$ cat src/rtl/vpm_pkg.sv
package vpm_pkg;
  localparam int WIN_AW = 17;
  localparam int PLANES = 4;

  typedef enum logic [1:0] {
    MAP_FULL   = 2'd0,
    MAP_BANKED = 2'd1,
    MAP_MONO   = 2'd2,
    MAP_COLOR  = 2'd3
  } map_sel_e;

  typedef enum logic [1:0] {
    ROUTE_CHAIN  = 2'd0,
    ROUTE_PAIRED = 2'd1,
    ROUTE_PLANAR = 2'd2
  } route_e;
endpackage

$ cat src/rtl/vpm_window_decode.sv
module vpm_window_decode
  import vpm_pkg::*;
#(
  parameter int OFS_W  = 20,
  parameter int BANK_W = 4
) (
  input  logic [WIN_AW-1:0] win_addr,
  input  logic [1:0]        map_sel,
  input  logic [BANK_W-1:0] bank_sel,
  output logic [OFS_W-1:0]  offset,
  output logic              hit
);
  localparam logic [WIN_AW-1:0] MONO_BASE  = 17'h10000;
  localparam logic [WIN_AW-1:0] COLOR_BASE = 17'h18000;

  logic [WIN_AW-1:0] mono_rel;
  logic [WIN_AW-1:0] color_rel;
  logic [OFS_W-1:0]  bank_base;

  always_comb begin
    mono_rel  = win_addr - MONO_BASE;
    color_rel = win_addr - COLOR_BASE;
    bank_base = OFS_W'(bank_sel) << 16;
  end

  always_comb begin
    offset = '0;
    hit    = 1'b0;
    unique case (map_sel_e'(map_sel))
      MAP_FULL: begin
        hit    = 1'b1;
        offset = OFS_W'(win_addr);
      end
      MAP_BANKED: begin
        hit    = ~win_addr[16];
        offset = OFS_W'(win_addr[15:0]) + bank_base;
      end
      MAP_MONO: begin
        hit    = ~(|mono_rel[16:15]);
        offset = OFS_W'(mono_rel[14:0]);
      end
      MAP_COLOR: begin
        hit    = ~(|color_rel[16:15]);
        offset = OFS_W'(color_rel[14:0]);
      end
      default: begin
        hit    = 1'b0;
        offset = '0;
      end
    endcase
  end
endmodule

$ cat src/rtl/vpm_plane_route.sv
module vpm_plane_route
  import vpm_pkg::*;
#(
  parameter int OFS_W   = 20,
  parameter int WORD_AW = 18
) (
  input  logic [OFS_W-1:0]   offset,
  input  logic               is_write,
  input  logic               chain4_en,
  input  logic               oddeven_en,
  input  logic               odd_page,
  input  logic [PLANES-1:0]  plane_mask,
  output logic [WORD_AW-1:0] word_idx,
  output logic [PLANES-1:0]  lane_en
);
  route_e            route;
  logic [1:0]        plane_sel;
  logic [OFS_W-1:0]  wide_idx;
  logic [PLANES-1:0] plane_hot;
  logic [PLANES-1:0] lane_allow;

  always_comb begin
    if (chain4_en)       route = ROUTE_CHAIN;
    else if (oddeven_en) route = ROUTE_PAIRED;
    else                 route = ROUTE_PLANAR;
  end

  always_comb begin
    plane_sel = 2'd0;
    wide_idx  = offset;
    unique case (route)
      ROUTE_CHAIN: begin
        plane_sel = offset[1:0];
        wide_idx  = offset >> 2;
      end
      ROUTE_PAIRED: begin
        plane_sel = {odd_page, offset[0]};
        wide_idx  = offset >> 1;
      end
      default: begin
        plane_sel = 2'd0;
        wide_idx  = offset;
      end
    endcase
  end

  for (genvar g = 0; g < PLANES; g++) begin : g_lane
    always_comb begin
      plane_hot[g]  = (plane_sel == 2'(g));
      lane_allow[g] = ~is_write | plane_mask[g];
      lane_en[g]    = (route == ROUTE_PLANAR) ? lane_allow[g]
                                              : (plane_hot[g] & lane_allow[g]);
    end
  end

  assign word_idx = wide_idx[WORD_AW-1:0];
endmodule

$ cat src/rtl/vpm_plane_record.sv
module vpm_plane_record
  import vpm_pkg::*;
#(
  parameter int FONT_PLANE = 2
) (
  input  logic              clk,
  input  logic              rst_n,
  input  logic              clr,
  input  logic              upd_en,
  input  logic [PLANES-1:0] upd_lanes,
  output logic [PLANES-1:0] record,
  output logic              font_flag
);
  logic [PLANES-1:0] rec_q;
  logic [PLANES-1:0] rec_d;
  logic              rec_en;

  always_comb begin
    rec_en = clr | upd_en;
    rec_d  = (clr ? '0 : rec_q) | (upd_en ? upd_lanes : '0);
  end

  always_ff @(posedge clk or negedge rst_n) begin
    if (!rst_n)      rec_q <= '0;
    else if (rec_en) rec_q <= rec_d;
  end

  assign record    = rec_q;
  assign font_flag = rec_q[FONT_PLANE];
endmodule

$ cat src/rtl/vid_plane_mapper.sv
module vid_plane_mapper
  import vpm_pkg::*;
#(
  parameter int HOST_AW = 32,
  parameter int WORD_AW = 18,
  parameter int BANK_W  = 4
) (
  input  logic               clk,
  input  logic               rst_n,
  input  logic               acc_valid,
  input  logic               acc_write,
  input  logic [HOST_AW-1:0] acc_addr,
  input  logic [1:0]         map_sel,
  input  logic               chain4_en,
  input  logic               oddeven_en,
  input  logic               odd_page,
  input  logic [3:0]         plane_mask,
  input  logic [BANK_W-1:0]  bank_sel,
  input  logic               plane_clr,
  output logic               out_valid,
  output logic               out_write,
  output logic               out_miss,
  output logic [WORD_AW-1:0] out_word,
  output logic [3:0]         out_lane_en,
  output logic [7:0]         out_rd_fill,
  output logic [3:0]         planes_written,
  output logic               font_dirty
);
  localparam int OFS_W = WORD_AW + 2;
  localparam logic [7:0] MISS_FILL = 8'hFF;

  logic [WIN_AW-1:0]  win_addr;
  logic               unused_hi;
  logic [OFS_W-1:0]   offset;
  logic               hit;
  logic [WORD_AW-1:0] rt_word;
  logic [PLANES-1:0]  rt_lanes;

  logic               valid_d;
  logic               write_d, miss_d;
  logic [WORD_AW-1:0] word_d;
  logic [PLANES-1:0]  lanes_d;
  logic [7:0]         fill_d;
  logic               rec_upd;

  assign win_addr  = acc_addr[WIN_AW-1:0];
  assign unused_hi = ^acc_addr[HOST_AW-1:WIN_AW];

  vpm_window_decode #(.OFS_W(OFS_W), .BANK_W(BANK_W)) win_i (
    .win_addr (win_addr),
    .map_sel  (map_sel),
    .bank_sel (bank_sel),
    .offset   (offset),
    .hit      (hit)
  );

  vpm_plane_route #(.OFS_W(OFS_W), .WORD_AW(WORD_AW)) route_i (
    .offset     (offset),
    .is_write   (acc_write),
    .chain4_en  (chain4_en),
    .oddeven_en (oddeven_en),
    .odd_page   (odd_page),
    .plane_mask (plane_mask),
    .word_idx   (rt_word),
    .lane_en    (rt_lanes)
  );

  always_comb begin
    valid_d = acc_valid;
    write_d = acc_write;
    miss_d  = ~hit;
    word_d  = hit ? rt_word  : '0;
    lanes_d = hit ? rt_lanes : '0;
    fill_d  = (~hit & ~acc_write) ? MISS_FILL : 8'h00;
    rec_upd = acc_valid & acc_write & hit;
  end

  always_ff @(posedge clk or negedge rst_n) begin
    if (!rst_n) out_valid <= 1'b0;
    else        out_valid <= valid_d;
  end

  always_ff @(posedge clk or negedge rst_n) begin
    if (!rst_n) begin
      out_write   <= 1'b0;
      out_miss    <= 1'b0;
      out_word    <= '0;
      out_lane_en <= '0;
      out_rd_fill <= '0;
    end else if (acc_valid) begin
      out_write   <= write_d;
      out_miss    <= miss_d;
      out_word    <= word_d;
      out_lane_en <= lanes_d;
      out_rd_fill <= fill_d;
    end
  end

  vpm_plane_record #(.FONT_PLANE(2)) rec_i (
    .clk       (clk),
    .rst_n     (rst_n),
    .clr       (plane_clr),
    .upd_en    (rec_upd),
    .upd_lanes (lanes_d),
    .record    (planes_written),
    .font_flag (font_dirty)
  );
endmodule

$ cat config.mk
export PLATFORM = sky130hd
export DESIGN_NAME = vid_plane_mapper
export DESIGN_NICKNAME = d
export VERILOG_FILES = /design/src/rtl/vpm_pkg.sv /design/src/rtl/vpm_window_decode.sv /design/src/rtl/vpm_plane_route.sv /design/src/rtl/vpm_plane_record.sv /design/src/rtl/vid_plane_mapper.sv
export SDC_FILE = /design/constraint.sdc
export NUM_CORES = 1
export LEC_CHECK = 0
export ABC_AREA = 1
export BUFFER_PORTS_ARGS = -buffer_cell sky130_fd_sc_hd__buf_2
export CAP_MARGIN = 0
export CORE_UTILIZATION = 45
export CTS_CLUSTER_SIZE = 24
export DETAILED_ROUTE_END_ITERATION = 7
export PLACE_DENSITY = 0.79
export REMOVE_ABC_BUFFERS = 1
export SLEW_MARGIN = 20
export SYNTH_ARGS = -nofsm -noshare
export SYNTH_HDL_FRONTEND = slang
export SYNTH_SLANG_ARGS = --single-unit
$ cat constraint.sdc
create_clock -name clk -period 0.9 [get_ports clk]
set_input_delay 0.18 -clock clk [delete_from_list [all_inputs] [get_ports clk]]
set_output_delay 0.18 -clock clk [all_outputs]
set_load 0.05 [all_outputs]
Yosys cells after proc, flatten, opt, wreduce, memory -nomap -nowiden
Index checks and enable logic that the tools add are counted.
{"block": "word_totals", "output_inout_bits": 38, "wordCells": 56, "inputBits": 50, "regBits": 37}
{"block": "op_classes", "reduce_logical": 5, "addsub": 3, "muxes": 15, "bitwise": 18, "n_eq_ne": 8}
{"operator": "20-bit one-hot mux with 4 select lines", "n": 1}
{"operator": "18-bit one-hot mux with 2 select lines", "n": 1}
{"operator": "17-bit subtractor (second input constant)", "n": 2}
{"operator": "16-bit by 20-bit adder with 20-bit output", "n": 1}
{"operator": "18-bit 2-to-1 mux", "n": 1}
{"operator": "4-bit 2-to-1 mux", "n": 3}
{"operator": "2-bit equality test (second input constant)", "n": 5}
{"operator": "8-bit 2-to-1 mux", "n": 1}
{"operator": "1-bit bitwise AND", "n": 7}
{"operator": "2-bit by 1-bit equality test with 1-bit output (second input constant)", "n": 3}
{"operator": "2-bit zero test", "n": 3}
{"operator": "1-bit NOT", "n": 5}
{"operator": "1-bit OR", "n": 5}
{"operator": "1-bit 2-to-1 mux", "n": 4}
{"operator": "2-bit 2-to-1 mux", "n": 2}
{"operator": "4-bit OR", "n": 1}
{"operator": "1-bit one-hot mux with 4 select lines", "n": 1}
{"operator": "2-bit one-hot mux with 2 select lines", "n": 1}
{"operator": "2-bit OR reduction", "n": 2}

Depth between registers and ports, before layout
Gate-level depths: netlist of run 1.
{"block": "depth", "depth_word": 10, "depth_mapped": 9, "ltp_nobuf": 9}

Hierarchy
From an unflattened synthesis of run 1, not the netlist that was laid out.
{"block": "hier_totals", "cells_unflattened": 281, "hier_area_um2": 1975.6}
{"module": "vid_plane_mapper", "n_inst": 1, "seq_area_each_um2": 650.6, "area_per_inst_um2": 1176.1, "cells_each": 127}
{"module": "vpm_plane_route", "n_inst": 1, "seq_area_each_um2": 0.0, "area_per_inst_um2": 449.2, "cells_each": 101}
{"module": "vpm_window_decode", "n_inst": 1, "seq_area_each_um2": 0.0, "area_per_inst_um2": 193.9, "cells_each": 35}
{"module": "vpm_plane_record", "n_inst": 1, "seq_area_each_um2": 100.1, "area_per_inst_um2": 156.4, "cells_each": 18}

Worst setup path before layout of run 1
No wires, ideal clock.
{"block": "synth_timing", "path_type": "register to output", "start": "register, netlist name out_rd_fill[6]", "end": "output out_rd_fill[1]", "path_buffers": 1, "path_stages_with_launch": 2, "arrival_time_ns": 1.014, "slack_ns": -0.294, "t_required_ns": 0.720, "cell_sequence": "dfrtp_1 buf_4"}
{"item": "end, declared", "line": "vid_plane_mapper.sv:25", "text": "output logic [7:0] out_rd_fill,"}

==> metrics.txt, run 1 <==
status finished with violations; violated checks setup timing; Synth Register Bits 30; Worst Path Max Fanout 9; CTS Root Cell clkbuf_8; post-synth top area cell dfrtp_1; clk slew on worst S/H paths 0.07 ns; Vias/cell 4.823; # setup viols final 38; max_cap viols 0; crit path capture out_rd_fill[7]; Clock Tree Buf Depth 2; CTS tree built; Post-Syn Area per Cell 7.254 um2; I/O Buffers 72; period utilization 126.9%; R2R setup slack 0.02 ns; Fin Setup TNS -5.318 ns; initial antenna violation count 0; reg-to-reg critical path startpoint out_word[3]; slew margin rel. 82.34%; Antenna Violating Nets Remaining 0; pre-CTS setup slack -0.1953 ns; die area 4072 um2; global-route wire length before repair 7307 um; Vias 1857; cts bufs inserted 5; Worst EP arrival 0.96 ns; vias in the first global route 1681; Routed WL 4565 um; Yosys cell types 23; Hold WC Path Type in -> reg; post-route cell area 2620 um2; grt ovf 0; FMAX 875.6 MHz; final hold viol count 0; Final WS setup -0.2421 ns; final clock skew 0 ns; Hold Crit Start acc_valid; cell count along the critical path 1; crit-path cells buf_4; Setup crit start kind flip-flop; CP Capture Type output port; largest net degree at the start of global routing 31; Iter 0 DRT Violations 196; I/O pin count 88; Ys Warns 0; nets 386; Global Route Usage Sum 23.13%; top post-synthesis cells by area dfrtp_1 44%, nand2_1 20%, nor2_1 5.7%; post-route insts no fill 385; placeable core area 3661 um2; die height 63.81 um; delay-heaviest family, CP flip-flops; Wirelength per Cell 11.86 um; async set-reset flop share out of synthesis 100.0%; most common cell after layout, fill and taps aside nand2_1; max incr delay on CP 0.47 ns; Placed Cells 360; Fin Hold WS 0.1165 ns; layout cells sized above 1 37.98%; reg2reg end out_word[3]; part of the Yosys area used for sequential elements 43.67%; most frequent cells in the layout 93 x nand2_1, 42 x buf_4, 34 x buf_2, 30 x buf_6, 29 x dfrtp_1; total power 4.539 mW; row count 22; Synth top area share 43.67%; drt first pass iters 4; Initial Utilization 46.96%; gpl congestion 0.8725; Post-synth EDFFs 0; CTS Sinks 30; Min-Delay Path Depth 1; reg2reg path depth 4; DRC viols 0; Setup CP Type reg -> out; maximum vdd drop 905.6 uV; Area growth, synth to finish 52.40%; origin of the worst setup path out_rd_fill[6]; Post-Syn Area 1719 um2; H-tree levels 2; Pins Over Slew Limit 0; min cycle time layout 1.142 ns; static leakage 1.476 nW; number of diodes 0; RSZ-0062 raised after global routing true; power per cell area 1733 nW/um2; Clock Latency Late Sink 0.28 ns; Die W 63.81 um; ys flop type dfrtp_1; Bufs and invs on worst path 1; synthesized instance count 237; final design utilization 71.57%; placed cell areas 2170 um2; HPWL after DPL 3154 um; worst slew pin tran 0.2646 ns; CP max stage cell dfrtp_2; WP data required 0.72 ns
flip-flops by register name, indices dropped and copies added, names as in the netlist:
| name | flops |
|---|---|
| out_miss | 1 |
| out_write | 1 |
| out_rd_fill | 1 |
| rec_i.record | 4 |
| out_valid | 1 |
| out_word | 18 |
| out_lane_en | 4 |
synthesized netlist by cell type (3+ instances only):
| cell | count |
|---|---|
| buf_6 | 4 |
| a21oi_1 | 5 |
| o21ai_0 | 6 |
| buf_4 | 9 |
| nand4_1 | 5 |
| o211ai_1 | 5 |
| nand2_1 | 93 |
| inv_1 | 15 |
| o22ai_1 | 8 |
| nand3_1 | 12 |
| dfrtp_1 | 30 |
| o21ai_1 | 3 |
| or2_2 | 3 |
| nor2_1 | 26 |
layer usage:
metal | up-vias | GRT usage, % | wire length, um
li1 | 947 | - | -
met1 | 843 | 28.23 | 1949
met2 | 63 | 39.36 | 2332
met3 | 4 | 4.107 | 228
met4 | 0 | 10.80 | 54
met5 | - | 0 | 0
repair_timing:
| item | in CTS | in global routing |
|---|---|---|
| gates resized for setup | 69 | 1 |
| buffers inserted | 7 | 9 |
| pin swaps | 0 | 1 |
| setup endpoints to repair | 38 | 39 |
| hold endpoints to repair | 30 | 0 |
| hold buffers | 1 | 0 |
report_power, final:
part | internal (mW) | switching (mW)
Sequential | 1.48 | 0.105
Clock | 0.814 | 0.514
Combinational | 0.613 | 1.01
how the worst min path moves through the flow:
| stage | end | slack [ns] |
|---|---|---|
| 2_1_floorplan | out_lane_en[0] | -0.12 |
| 4_1_cts | out_valid | 0.11 |
| 6_report | out_valid | 0.12 |
| 3_3_place_gp | out_valid | 0.14 |
| 3_5_place_dp | out_valid | 0.14 |
| 5_1_grt | out_valid | 0.11 |
final cells by class:
class	count	area, um2
fill	290	1041
timing repair buffer	108	853.3
multi-input combinational	172	767.0
sequential	30	752.0
inverter	19	78.83
clock buffer	5	68.82
tap	48	60.06
clock inverter	3	40.04
cells by family after synthesis:
logic type | share of synthesized area, %
AND/OR/NAND/NOR | 34.42
buffers and inverters | 11.72
flip-flops | 43.67
AO/OA/AOI/OAI | 10.19
Note: power is estimated with default switching activity, not from simulation.
==> inputs of run 2 (changes only) <==
==> constraint.sdc (replaced) <==
create_clock -name clk -period 0.9 [get_ports clk]
set_input_delay 0.045 -clock clk [delete_from_list [all_inputs] [get_ports clk]]
set_output_delay 0.045 -clock clk [all_outputs]
set_load 0.05 [all_outputs]
==> run 2 against run 1 <==
  * The flow still finishes with violations (setup timing)
  * Critical endpoint is now out_rd_fill[1]
  * Maximum frequency rose by 17%
  * Register-to-register slack improved by 0.11 ns
  * Sequential cell count did not move
  * Worst setup slack improved by 0.16 ns
  * Highest routed layer unchanged
  * Cell count fell by 2.9%
==> metrics.txt, run 2 (synthesis gave the netlist of run 1 again) <==
status finished with violations (unchanged); violated checks setup timing (unchanged); most frequent cells in the layout 93 x nand2_1, 34 x buf_2, 33 x buf_4, 29 x dfrtp_1, 29 x buf_6 (was 93 x nand2_1, 42 x buf_4, 34 x buf_2, 30 x buf_6, 29 x dfrtp_1); Pins Over Slew Limit 0 (unchanged); CTS tree built (unchanged); Internal Power 2.644 mW (was 2.906 mW); Vias 1810 (was 1857); origin of the worst setup path out_rd_fill[6] (unchanged); Setup CP Type reg -> out (unchanged); Area growth, synth to finish 46.72% (was 52.40%); Setup crit start kind flip-flop (unchanged); die area 4072 um2 (unchanged); FMAX 1022 MHz (was 875.6 MHz); Clock Latency Late Sink 0.27 ns (was 0.28 ns); Bufs and invs on worst path 1 (unchanged); Final WS setup -0.07824 ns (was -0.2421 ns); Global Route Usage Sum 23.47% (was 23.13%); DRC viols 0 (unchanged); final design utilization 68.90% (was 71.57%); # setup viols final 8 (was 38); Antenna Violating Nets Remaining 0 (unchanged); number of diodes 0 (unchanged); most common cell after layout, fill and taps aside nand2_1 (unchanged); CTS Sinks 30 (unchanged); I/O Buffers 72 (unchanged); switch share 37.24% (was 35.98%); reg-to-reg critical path startpoint out_word[4] (was out_word[3]); Psw 1.568 mW (was 1.633 mW); largest net degree at the start of global routing 31 (unchanged); Worst EP arrival 0.93 ns (was 0.96 ns); RSZ-0062 raised after global routing true (unchanged); final hold viol count 0 (unchanged); Fin Setup TNS -0.6207 ns (was -5.318 ns); placeable core area 3661 um2 (unchanged); maximum vdd drop 806.0 uV (was 905.6 uV); Initial Utilization 46.96% (unchanged); gpl congestion 0.8832 (was 0.8725); min cycle time layout 0.9782 ns (was 1.142 ns); total power 4.212 mW (was 4.539 mW); HPWL after DPL 3151 um (was 3154 um); vias in the first global route 1667 (was 1681); max_cap viols 0 (unchanged); max reg flops 18 (unchanged); CTS Root Cell clkbuf_8 (unchanged); I/O pin count 88 (unchanged); Hold Crit Start acc_write (was acc_valid); period utilization 108.7% (was 126.9%); drt first pass iters 6 (was 4); final clock skew 0 ns (unchanged); Worst Path Max Fanout 9 (unchanged); power per cell area 1670 nW/um2 (was 1733 nW/um2); Vias/cell 4.840 (was 4.823); Die W 63.81 um (unchanged); CP Capture Type output port (unchanged); Clock Tree Buf Depth 2 (unchanged); initial antenna violation count 0 (unchanged); max incr delay on CP 0.45 ns (was 0.47 ns); Most flops, register out_word (unchanged); Clock power frac 25.0% (was 29.2%); global-route wire length before repair 7376 um (was 7307 um); WP data required 0.85 ns (was 0.72 ns); layout cells sized above 1 35.58% (was 37.98%); crit-path cells buf_4 (unchanged); worst slew pin tran 0.2638 ns (was 0.2646 ns); clk slew on worst S/H paths 0.06 ns (was 0.07 ns); delay-heaviest family, CP flip-flops (unchanged); Iter 0 DRT Violations 68 (was 196); nets 377 (was 386); cts bufs inserted 5 (unchanged); combinational share of power 37.5% (was 35.8%); Routed WL 4386 um (was 4565 um); H-tree levels 2 (unchanged); sequential share of power 37.6% (was 34.9%); row count 22 (unchanged); die height 63.81 um (unchanged); Fin Hold WS 0.02630 ns (was 0.1165 ns); CP max stage cell dfrtp_2 (unchanged); slew margin rel. 82.39% (was 82.34%); Hold WC Path Type in -> reg (unchanged); grt ovf 0 (unchanged); Wirelength per Cell 11.73 um (was 11.86 um); static leakage 1.412 nW (was 1.476 nW)
run 2: per-stage QoR:
stage          instances  instance area [um2]  setup slack, ns
6_report             374                 2522         -0.07824
5_1_grt              374                 2522          -0.1116
4_1_cts              367                 2417         -0.08978
3_5_place_dp         359                 2162         -0.08208
3_3_place_gp         359                 2162         -0.02473
2_1_floorplan        221                 1594           -2.100
run 2: cell type report:
cell class,instances,area [um2]
well taps,48,60.06
repair buffers,99,784.5
clock buffers,6,82.58
flip-flops and latches,30,752.0
multi-input cells,172,767.0
fillers,303,1139
inverters,19,76.32
run 2: power groups by stage:
stage / logic (mW) / registers, mW / clock network (mW)
5_1_grt: 1.69 / 1.59 / 1.15
3_3_place_gp: 1.33 / 1.57 / 0
6_report: 1.58 / 1.58 / 1.05
3_5_place_dp: 1.35 / 1.57 / 0
2_1_floorplan: 0.314 / 2.15 / 0
4_1_cts: 1.49 / 1.57 / 1.08
run 2: path summary, 6_finish.rpt:
check	depth (start not counted)	to	slack [ns]
setup / recovery	1	out_rd_fill[1]	-0.08
hold / removal	3	out_write	0.03
setup reg to reg	3	out_word[4]	0.13
hold reg to reg	2	out_word[8]	0.51
max in group asynchronous	3	rec_i.record[2]	0.47
min in group asynchronous	3	out_rd_fill[6]	0.25
run 2: per-layer routing:
layer | GRT usage [%] | vias to the layer above | part of all wire (%)
met4 | 10.80 | 0 | 0.91
li1 | - | 928 | -
met3 | 5.179 | 2 | 4.4
met1 | 30.16 | 818 | 46
met5 | 0 | - | 0
met2 | 37.50 | 62 | 48
run 2: timing repair:
item                       in CTS  in global routing
setup endpoints to repair      38                 33
resized for setup              54                 14
buffers inserted                0                  7
hold buffers                    2                  0
hold endpoints to repair       31                  0
==> inputs of run 3 (changes only) <==
--- a/config.mk
+++ b/config.mk
@@ -11,6 +11,7 @@
 export CORE_UTILIZATION = 45
 export CTS_CLUSTER_SIZE = 24
 export DETAILED_ROUTE_END_ITERATION = 7
+export HOLD_SLACK_MARGIN = 0.03
 export PLACE_DENSITY = 0.79
 export REMOVE_ABC_BUFFERS = 1
 export SLEW_MARGIN = 20
==> run 3 against run 2 <==
  * The run still ends with setup timing left
  * Clock-buffer cell count unchanged
  * Sequential share of layout area decreased by 0.12 points
  * Via count is the same
  * Clock power about the same
  * Non-clock buffer count grew 1
  * Sequential power about the same
  * Sequential cell count is the same
  * First-iteration DRC count is 21% higher
  * Combinational power about the same
  * Register-to-register slack about the same
  * Die area unchanged
  * Worst setup slack about the same
==> metrics.txt, run 3 (synthesis gave the netlist of run 1 again) <==
status finished with violations (unchanged); violated checks setup timing (unchanged); Clock power frac 24.9% (was 25.0%); initial antenna violation count 0 (unchanged); drt first pass iters 6 (unchanged); origin of the worst setup path out_rd_fill[6] (unchanged); Internal Power 2.646 mW (was 2.644 mW); # fillers 299 (was 303); WP data required 0.85 ns (about the same); Worst Path Max Fanout 9 (unchanged); delay-heaviest family, CP flip-flops (unchanged); pre-CTS setup slack -0.08208 ns (unchanged); DRC viols 0 (unchanged); Vias 1810 (unchanged); die area 4072 um2 (unchanged); Vias/cell 4.827 (was 4.840); clk slew on worst S/H paths 0.06 ns (about the same); number of diodes 0 (unchanged); die height 63.81 um (unchanged); placeable core area 3661 um2 (unchanged); static leakage 1.416 nW (was 1.412 nW); Antenna Violating Nets Remaining 0 (unchanged); HPWL after DPL 3151 um (unchanged); R2R setup slack 0.13 ns (about the same); Pins Over Slew Limit 0 (unchanged); Hold WC Path Type in -> reg (unchanged); Bufs and invs on worst path 1 (unchanged); Clock Latency Late Sink 0.27 ns (about the same); Global Route Usage Sum 23.50% (was 23.47%); switch share 37.24% (about the same); power per cell area 1665 nW/um2 (was 1670 nW/um2); Routed WL 4413 um (was 4386 um); post-route cell area 2532 um2 (was 2522 um2); final hold viol count 0 (unchanged); CP Capture Type output port (unchanged); Setup CP Type reg -> out (unchanged); slew margin rel. 82.40% (was 82.39%); Worst EP arrival 0.93 ns (about the same); Final WS setup -0.07851 ns (was -0.07824 ns); FMAX 1022 MHz (about the same); crit-path cells buf_4 (unchanged); min cycle time layout 0.9785 ns (was 0.9782 ns); cts bufs inserted 5 (unchanged); cell count along the critical path 1 (unchanged); reg2reg path depth 3 (unchanged); max reg flops 18 (unchanged); gpl congestion 0.8832 (unchanged); crit path capture out_rd_fill[1] (unchanged); worst slew pin tran 0.2637 ns (was 0.2638 ns); I/O pin count 88 (unchanged); max_cap viols 0 (unchanged); max incr delay on CP 0.45 ns (about the same); # setup viols final 8 (unchanged); Clock Tree Buf Depth 2 (unchanged); sequential share of power 37.5% (was 37.6%); RSZ-0062 raised after global routing true (unchanged); Die W 63.81 um (unchanged); placed cell areas 2162 um2 (unchanged); largest net degree at the start of global routing 31 (unchanged); layout cells sized above 1 35.47% (was 35.58%); H-tree levels 2 (unchanged); Most flops, register out_word (unchanged); CTS tree built (unchanged); nets 378 (was 377); Area growth, synth to finish 47.31% (was 46.72%); period utilization 108.7% (about the same); final clock skew 0 ns (unchanged); Iter 0 DRT Violations 82 (was 68); row count 22 (unchanged); Initial Utilization 46.96% (unchanged); reg2reg end out_word[4] (unchanged); Wirelength per Cell 11.77 um (was 11.73 um); Setup crit start kind flip-flop (unchanged); most common cell after layout, fill and taps aside nand2_1 (unchanged); vias in the first global route 1670 (was 1667); reg-to-reg critical path startpoint out_word[4] (unchanged); maximum vdd drop 805.9 uV (was 806.0 uV); combinational share of power 37.5% (about the same); CP max stage cell dfrtp_2 (unchanged); CTS Sinks 30 (unchanged); Psw 1.570 mW (was 1.568 mW); CTS Root Cell clkbuf_8 (unchanged); Fin Hold WS 0.06675 ns (was 0.02630 ns); most frequent cells in the layout 93 x nand2_1, 34 x buf_2, 33 x buf_4, 29 x dfrtp_1, 29 x buf_6 (unchanged); global-route wire length before repair 7389 um (was 7376 um); I/O Buffers 72 (unchanged); grt ovf 0 (unchanged)
-- run 3: changes by cell type in the layout (fill, tap and decap cells not counted), sizes merged --
cell         previous run  this run
dlygate4sd3             2         3
-- run 3: power by group through the flow --
stage / clock network, mW / registers, mW / logic [mW]
after floorplan: 0 / 2.15 / 0.314
after global placement: 0 / 1.57 / 1.33
after detailed placement: 0 / 1.57 / 1.35
after CTS: 1.08 / 1.57 / 1.50
after global routing: 1.15 / 1.59 / 1.69
final: 1.05 / 1.58 / 1.58
-- run 3: layout make-up --
type,count,area [um2],area share [%]
repair buffers,100,794.5,31.37
well taps,48,60.06,2.372
multi-input cells,172,767.0,30.29
flip-flops and latches,30,752.0,29.69
clock buffers,6,82.58,3.261
inverters,19,76.32,3.014
-- run 3: tightest hold or removal path, stage by stage --
cell,delay (ns)
buf_2,0.08
inv_1,0.07
nand2_1,0.06
nand2_1,0.05
-- run 3: layer usage --
metal	global-route usage [%]	share of wire (%)	up-vias
met4	10.80	0.91	0
li1	-	-	929
met5	0	0	-
met1	30.28	46	816
met3	5.179	4.3	2
met2	37.50	48	63
-- run 3: how the worst min path moves through the flow --
stage | start | end | slack, ns | cells past startpoint
2_1_floorplan | rst_n | out_lane_en[0] | -0.25 | 0
3_3_place_gp | rst_n | out_rd_fill[6] | 0.007 | 2
3_5_place_dp | rst_n | out_rd_fill[6] | 0.01 | 2
4_1_cts | plane_clr | rec_i.record[3] | 0.05 | 4
5_1_grt | plane_clr | rec_i.record[0] | 0.07 | 4
6_report | plane_clr | rec_i.record[3] | 0.07 | 4
-- run 3: what timing repair did --
item,CTS,global route
hold endpoints to repair,32,0
cloned,0,0
setup endpoints to repair,38,33
gates resized for setup,54,14
buffers inserted,0,7
hold buffers,3,0
-- run 3: stage by stage --
step           total power [mW]  setup TNS, ns  instances  utilization, %
2_1_floorplan             2.461         -17.16        221               -
3_3_place_gp              2.905        -0.1279        359           59.06
3_5_place_dp              2.923        -0.4747        359           59.06
4_1_cts                   4.148        -0.7189        368           66.30
5_1_grt                   4.438         -1.025        375           69.17
6_report                  4.217        -0.6229        375           69.17
